File: config.mk
export PLATFORM = sky130hd
export DESIGN_NAME = pattern_fill_engine
export DESIGN_NICKNAME = d
export VERILOG_FILES = /design/src/rtl/pfe_pkg.sv /design/src/rtl/pfe_pack.sv /design/src/rtl/pfe_wcount.sv /design/src/rtl/pfe_seq.sv /design/src/rtl/pfe_regs.sv /design/src/rtl/pattern_fill_engine.sv
export SDC_FILE = /design/constraint.sdc
export NUM_CORES = 1
export LEC_CHECK = 0
export BUFFER_PORTS_ARGS = -buffer_cell sky130_fd_sc_hd__buf_2
export CAP_MARGIN = 20
export CORE_AREA = 4 4 154 141
export CTS_BUF_LIST = sky130_fd_sc_hd__clkbuf_8
export DETAILED_ROUTE_END_ITERATION = 8
export DIE_AREA = 0 0 158 145
export HOLD_SLACK_MARGIN = 0.05
export PLACE_DENSITY = 0.88
export SLEW_MARGIN = 20
export SYNTH_ARGS = -nofsm -noshare
export SYNTH_HDL_FRONTEND = slang
export SYNTH_SLANG_ARGS = --single-unit
File: constraint.sdc
create_clock -name clk -period 4 [get_ports clk]
set_input_delay 0.2 -clock clk [delete_from_list [all_inputs] [get_ports clk]]
set_output_delay 0.2 -clock clk [all_outputs]
set_load 0.05 [all_outputs]
File: src/rtl/pfe_pkg.sv
package pfe_pkg;
  typedef enum logic [1:0] {
    SZ_16  = 2'd0,
    SZ_24  = 2'd1,
    SZ_32  = 2'd2,
    SZ_RSV = 2'd3
  } fill_size_e;

  localparam logic [4:0] OFF_FIRST = 5'h00;
  localparam logic [4:0] OFF_STOP  = 5'h04;
  localparam logic [4:0] OFF_VALUE = 5'h08;
  localparam logic [4:0] OFF_CTRL  = 5'h0C;
  localparam logic [4:0] OFF_FLAG  = 5'h10;
  localparam logic [4:0] OFF_COUNT = 5'h14;
endpackage

File: src/rtl/pfe_pack.sv
module pfe_pack
  import pfe_pkg::*;
(
  input  logic [31:0] value,
  input  fill_size_e  size,
  input  logic [1:0]  phase,
  output logic [31:0] word
);
  logic [7:0] b0, b1, b2;
  assign b0 = value[7:0];
  assign b1 = value[15:8];
  assign b2 = value[23:16];

  always_comb begin
    case (size)
      SZ_16: word = {value[15:0], value[15:0]};
      SZ_24: begin
        case (phase)
          2'd0:    word = {b0, b2, b1, b0};
          2'd1:    word = {b1, b0, b2, b1};
          default: word = {b2, b1, b0, b2};
        endcase
      end
      default: word = value;
    endcase
  end
endmodule

File: src/rtl/pfe_wcount.sv
module pfe_wcount #(
  parameter int CNT_W = 32
) (
  input  logic             clk,
  input  logic             rst,
  input  logic             inc,
  output logic [CNT_W-1:0] count
);
  always_ff @(posedge clk) begin
    if (rst) count <= '0;
    else if (inc) count <= count + 1'b1;
  end

  a_r12_count_step: assert property (@(posedge clk) disable iff (rst)
    inc |=> count == $past(count) + 1'b1);
  a_r12_count_hold: assert property (@(posedge clk) disable iff (rst)
    !inc |=> $stable(count));
endmodule

File: src/rtl/pfe_seq.sv
module pfe_seq
  import pfe_pkg::*;
#(
  parameter int ADDR_W = 32
) (
  input  logic              clk,
  input  logic              rst,
  input  logic              go,
  input  fill_size_e        go_size,
  input  logic [ADDR_W-1:0] cfg_first,
  input  logic [ADDR_W-1:0] cfg_stop,
  input  logic [31:0]       cfg_value,
  input  logic              mem_ready,
  output logic              mem_valid,
  output logic [ADDR_W-1:0] mem_addr,
  output logic [31:0]       mem_data,
  output logic              busy,
  output logic              done,
  output logic              accept
);
  localparam int WA_W = ADDR_W - 2;

  logic [WA_W-1:0] waddr;
  logic [1:0]      phase, nxt_phase, sel_phase;
  fill_size_e      run_size, sel_size;
  logic [31:0]     packed_word;
  logic            last;

  assign nxt_phase = (phase == 2'd2) ? 2'd0 : phase + 2'd1;
  assign sel_phase = go ? 2'd0 : nxt_phase;
  assign sel_size  = go ? go_size : run_size;
  assign last      = (waddr + 1'b1) == cfg_stop[ADDR_W-1:2];
  assign accept    = busy && mem_ready;
  assign done      = accept && last;
  assign mem_valid = busy;
  assign mem_addr  = {waddr, 2'b00};

  pfe_pack u_pack (
    .value (cfg_value),
    .size  (sel_size),
    .phase (sel_phase),
    .word  (packed_word)
  );

  always_ff @(posedge clk) begin
    if (rst) begin
      busy     <= 1'b0;
      waddr    <= '0;
      phase    <= 2'd0;
      run_size <= SZ_16;
      mem_data <= '0;
    end else if (go) begin
      busy     <= 1'b1;
      waddr    <= cfg_first[ADDR_W-1:2];
      phase    <= 2'd0;
      run_size <= go_size;
      mem_data <= packed_word;
    end else if (accept) begin
      if (last) begin
        busy <= 1'b0;
      end else begin
        waddr    <= waddr + 1'b1;
        phase    <= nxt_phase;
        mem_data <= packed_word;
      end
    end
  end

  a_r4_hold: assert property (@(posedge clk) disable iff (rst)
    mem_valid && !mem_ready |=> mem_valid && $stable(mem_addr) && $stable(mem_data));
  a_r3_step: assert property (@(posedge clk) disable iff (rst)
    mem_valid && mem_ready |=> !mem_valid || (mem_addr == $past(mem_addr) + 4));
  a_r3_in_range: assert property (@(posedge clk) disable iff (rst)
    mem_valid |-> (mem_addr[ADDR_W-1:2] < cfg_stop[ADDR_W-1:2]) &&
                  (mem_addr[ADDR_W-1:2] >= cfg_first[ADDR_W-1:2]));
  a_r6_phase_legal: assert property (@(posedge clk) disable iff (rst)
    mem_valid |-> phase != 2'd3);
endmodule

File: src/rtl/pfe_regs.sv
module pfe_regs
  import pfe_pkg::*;
#(
  parameter int ADDR_W = 32,
  parameter int CNT_W  = 32,
  parameter int REG_AW = 5
) (
  input  logic              clk,
  input  logic              rst,
  input  logic              reg_we,
  input  logic [REG_AW-1:0] reg_addr,
  input  logic [31:0]       reg_wdata,
  output logic [31:0]       reg_rdata,
  input  logic              busy,
  input  logic              done,
  input  logic [CNT_W-1:0]  wcount,
  output logic [ADDR_W-1:0] cfg_first,
  output logic [ADDR_W-1:0] cfg_stop,
  output logic [31:0]       cfg_value,
  output logic              go,
  output fill_size_e        go_size,
  output logic              irq
);
  logic       mask;
  fill_size_e size;
  logic       cfg_wr, flag_clr, flag_set;

  assign cfg_wr   = reg_we && !busy;
  assign go_size  = fill_size_e'(reg_wdata[9:8]);
  assign go       = cfg_wr && (reg_addr == OFF_CTRL) && reg_wdata[0] &&
                    (cfg_first[ADDR_W-1:2] < cfg_stop[ADDR_W-1:2]);
  assign flag_set = done && !mask;
  assign flag_clr = reg_we && (reg_addr == OFF_FLAG) && reg_wdata[0];

  always_ff @(posedge clk) begin
    if (rst) begin
      cfg_first <= '0;
      cfg_stop  <= '0;
      cfg_value <= '0;
      mask      <= 1'b0;
      size      <= SZ_16;
      irq       <= 1'b0;
      reg_rdata <= '0;
    end else begin
      if (cfg_wr) begin
        case (reg_addr)
          OFF_FIRST: cfg_first <= reg_wdata[ADDR_W-1:0];
          OFF_STOP:  cfg_stop  <= reg_wdata[ADDR_W-1:0];
          OFF_VALUE: cfg_value <= reg_wdata;
          OFF_CTRL: begin
            mask <= reg_wdata[1];
            size <= go_size;
          end
          default: ;
        endcase
      end
      if (flag_set) irq <= 1'b1;
      else if (flag_clr) irq <= 1'b0;
      case (reg_addr)
        OFF_FIRST: reg_rdata <= 32'(cfg_first);
        OFF_STOP:  reg_rdata <= 32'(cfg_stop);
        OFF_VALUE: reg_rdata <= cfg_value;
        OFF_CTRL:  reg_rdata <= {22'd0, size, 6'd0, mask, busy};
        OFF_FLAG:  reg_rdata <= {31'd0, irq};
        OFF_COUNT: reg_rdata <= 32'(wcount);
        default:   reg_rdata <= '0;
      endcase
    end
  end

  a_r8_flag_set: assert property (@(posedge clk) disable iff (rst)
    done && !mask |=> irq);
  a_r8_masked: assert property (@(posedge clk) disable iff (rst)
    !irq && !(done && !mask) |=> !irq);
  a_r9_clear: assert property (@(posedge clk) disable iff (rst)
    flag_clr && !done |=> !irq);
  a_r10_frozen: assert property (@(posedge clk) disable iff (rst)
    busy |=> $stable(cfg_first) && $stable(cfg_stop) && $stable(cfg_value));
endmodule

File: src/rtl/pattern_fill_engine.sv
module pattern_fill_engine
  import pfe_pkg::*;
#(
  parameter int ADDR_W = 32,
  parameter int CNT_W  = 32,
  parameter int REG_AW = 5
) (
  input  logic              clk,
  input  logic              rst,
  input  logic              reg_we,
  input  logic [REG_AW-1:0] reg_addr,
  input  logic [31:0]       reg_wdata,
  output logic [31:0]       reg_rdata,
  output logic              mem_valid,
  input  logic              mem_ready,
  output logic [ADDR_W-1:0] mem_addr,
  output logic [31:0]       mem_data,
  output logic              irq
);
  logic [ADDR_W-1:0] cfg_first, cfg_stop;
  logic [31:0]       cfg_value;
  logic              go, busy, done, accept;
  fill_size_e        go_size;
  logic [CNT_W-1:0]  wcount;

  pfe_regs #(.ADDR_W(ADDR_W), .CNT_W(CNT_W), .REG_AW(REG_AW)) u_regs (
    .clk       (clk),
    .rst       (rst),
    .reg_we    (reg_we),
    .reg_addr  (reg_addr),
    .reg_wdata (reg_wdata),
    .reg_rdata (reg_rdata),
    .busy      (busy),
    .done      (done),
    .wcount    (wcount),
    .cfg_first (cfg_first),
    .cfg_stop  (cfg_stop),
    .cfg_value (cfg_value),
    .go        (go),
    .go_size   (go_size),
    .irq       (irq)
  );

  pfe_seq #(.ADDR_W(ADDR_W)) u_seq (
    .clk       (clk),
    .rst       (rst),
    .go        (go),
    .go_size   (go_size),
    .cfg_first (cfg_first),
    .cfg_stop  (cfg_stop),
    .cfg_value (cfg_value),
    .mem_ready (mem_ready),
    .mem_valid (mem_valid),
    .mem_addr  (mem_addr),
    .mem_data  (mem_data),
    .busy      (busy),
    .done      (done),
    .accept    (accept)
  );

  pfe_wcount #(.CNT_W(CNT_W)) u_cnt (
    .clk   (clk),
    .rst   (rst),
    .inc   (accept),
    .count (wcount)
  );
endmodule

==> impl_metrics.yaml <==
outcome:
  status: "finished clean"
critical_path:
  worstPathCellList: "nand4_2 -> or3_1 -> nor4_1 -> a311oi_1 -> and4_4 -> a21oi_4 -> buf_4 -> nor3_1 -> a311oi_1"
  crit_path_top_delay_cell: "dfxtp_1"
  max_stage_delay_ns: 0.55
  cp_num_buf_inv: 1
  end_kind: "register"
  path_common_cell: "a311oi_1"
  worstPathRequired_ns: 4.45
  worstSetupPathType: "register to register"
  path_delay_family: "simple AND/OR/NAND/NOR gates"
  critPathMaxFanout: 31
  cp.arrival_ns: 4.09
  start_kind: "register"
final_layout:
  fin_cells: 1958
  syn_to_final_growth_pct: 16.7
  final_common_cell: "nand2_1"
  finalInstanceArea_sq_um: 14100
  fin_nets: 1746
  drive_above_1_share_pct: 16.0
  final_util_pct: 71.0
  layout_common_cells: "294 x nand2_1, 230 x dfxtp_1, 184 x a21oi_1"
timing:
  finalSetupViolCount: 0
  fin_crit_ns: 3.64
  finClkSkew_ns: 0.0347
  slew_headroom_pct: 27.2
  fin_ws_ns: 0.361
  drv_slew: 0
  hold_viol: 0
  worst_pin_slew_ns: 1.09
  timing.final.crit_share_pct: 91.0
  fmax_ghz: 0.275
  setup-tns-final_ns: 0
  rsz0062_at_grt: "false"
  hold_slack_ns: 0.0999
synthesis:
  synth-edff-count: 0
  ys_ff_latch: 231
  netlist_top_cells_area: "dfxtp_1 38%, nand2_1 9.1%, a21oi_1 7.6%"
  syn_avg_cell_area_sq_um: 7.90
  synth-async-reset-ratio_pct: 0
  ys.warnings.count: 0
  yosys.area.top_type: "dfxtp_1"
  syn-cell-area_sq_um: 12100
  synth_top_area_share_pct: 38.2
  yosysSeqAreaShare_pct: 38.2
  ys_types: 74
  netlist_instances: 1534
  ys.flop_type: "dfxtp_1"
pwr:
  total_power_mw: 4.75
  ir_drop_v: 0.000278
  power.leakage_nw: 5.22
  p_comb_share_pct: 5.4
  p_seq_share_pct: 49.1
  switching_share_pct: 25.8
  p_switching_mw: 1.22
  p_clk_share_pct: 45.6
  p_per_area_nw_per_um2: 336
  internal_power_mw: 3.53
drt:
  wl_mm: 43.3
  route.detailed.drc: 0
  vias_per_cell: 6.60
  drtIter0Drc: 2366
  ant_nets: 0
  wl_per_cell_um: 22.1
  drt_first_pass_iters: 8
  vias: 12927
global_route:
  grt_use_total_pct: 36.2
  grt_max_degree: 96
  overflow: 0
  antenna_found_initial: 0
  grt_pass1_wl_mm: 66.4
  first_global_vias: 11860
floorplan:
  die_width_um: 158
  die_h_um: 145
  core_area_sq_um: 19900
  rows: 49
  io_pins: 139
  die_area_sq_um: 22900
  start_util_pct: 60.8
run:
  maxCapViolCount: 0
clock_network:
  cts_tree: "done"
  htree_levels: 2
  cts_buffer_depth: 3
  clk_pin_slew_ns: 0.06
  clk-insertion-delay-late_ns: 0.58
  cts_sinks: 231
  cts_buffers: 38
  cts_root_buf: "clkbuf_8"
placement:
  hpwl_mm: 29.8
  place_inst: 1855
  preCtsSetupSlack_ns: 0.206
  dpl_cell_area_sq_um: 13000
  portBuffers: 136
  globalplace.congestion: 1.01
hold_path:
  hold_class: "input pin to register"
routing by layer:
| layer | vias up | wire (um) | track usage [%] |
|---|---|---|---|
| met3 | 182 | 6170 | 8.99 |
| met1 | 5970 | 16700 | 51.7 |
| met5 | - | 0 | 0 |
| met2 | 1001 | 18100 | 51.6 |
| li1 | 5774 | - | - |
| met4 | 0 | 2320 | 16.4 |
cells by family after synthesis:
kind of cell             after synthesis  synth area share (%)
AO/OA/AOI/OAI                        421                  22.4
XOR/XNOR                              76                  5.49
adder cells (fa/ha/maj)               31                  3.20
buffers and inverters                161                  5.50
flip-flops                           231                  38.2
multiplexers                          30                  2.49
other                                  1                0.0310
AND/OR/NAND/NOR                      583                  22.7
area by class of cell:
class | instances | area [sq um]
clock buffer | 50 | 688
sequential | 231 | 4630
multi-input combinational | 1143 | 6870
antenna | 1 | 2.50
tap | 255 | 319
clock inverter | 18 | 100
timing repair buffer | 217 | 1370
fill | 1483 | 5790
inverter | 43 | 161
state kept, by name, indices dropped and copies added (netlist names), 30 cells and up:
| signal | count |
|---|---|
| u_cnt.count | 32 |
| u_regs.cfg_first | 32 |
| u_regs.cfg_stop | 32 |
| u_regs.cfg_value | 32 |
| u_regs.reg_rdata | 32 |
| u_seq.mem_data | 32 |
| u_seq.waddr | 30 |
cell usage after synthesis (29+ instances only):
master and instances:
nand3_1 52, mux2i_1 29, inv_1 43, nand2_1 294
a22oi_1 68, o21ai_0 41, xnor2_1 43, nor3_1 50
dfxtp_1 231, nor2_1 59, xor2_1 33, a21oi_1 185
clkbuf_1 91, ha_1 31
power by group through the flow:
stage                     combinational, mW  sequential, mW  clock, mW
after floorplan                       0.118            2.39          0
after global placement                0.214            2.38          0
after detailed placement              0.217            2.38          0
after CTS                             0.244            2.33       2.14
after global routing                  0.269            2.33       2.26
final                                 0.255            2.33       2.17
repair_timing:
item / 4_1_cts / 5_1_grt
setup endpoints to repair: 0 / 32
endpoints found under the hold margin: 99 / 0
gates resized for setup: 0 / 5
setup buffers: 0 / 1
hold buffers: 33 / 0
path summary, 6_finish.rpt:
check / from / cells after the start / endpoint / slack [ns]
min: rst / 2 / u_seq.mem_data[13] / 0.1
min reg2reg: u_regs.cfg_stop[0] / 2 / u_regs.cfg_stop[0] / 0.46
max reg2reg: u_seq.waddr[9] / 9 / u_seq.mem_data[26] / 0.36
max: u_seq.waddr[9] / 9 / u_seq.mem_data[26] / 0.36
Power figures use the tool's default switching activity.
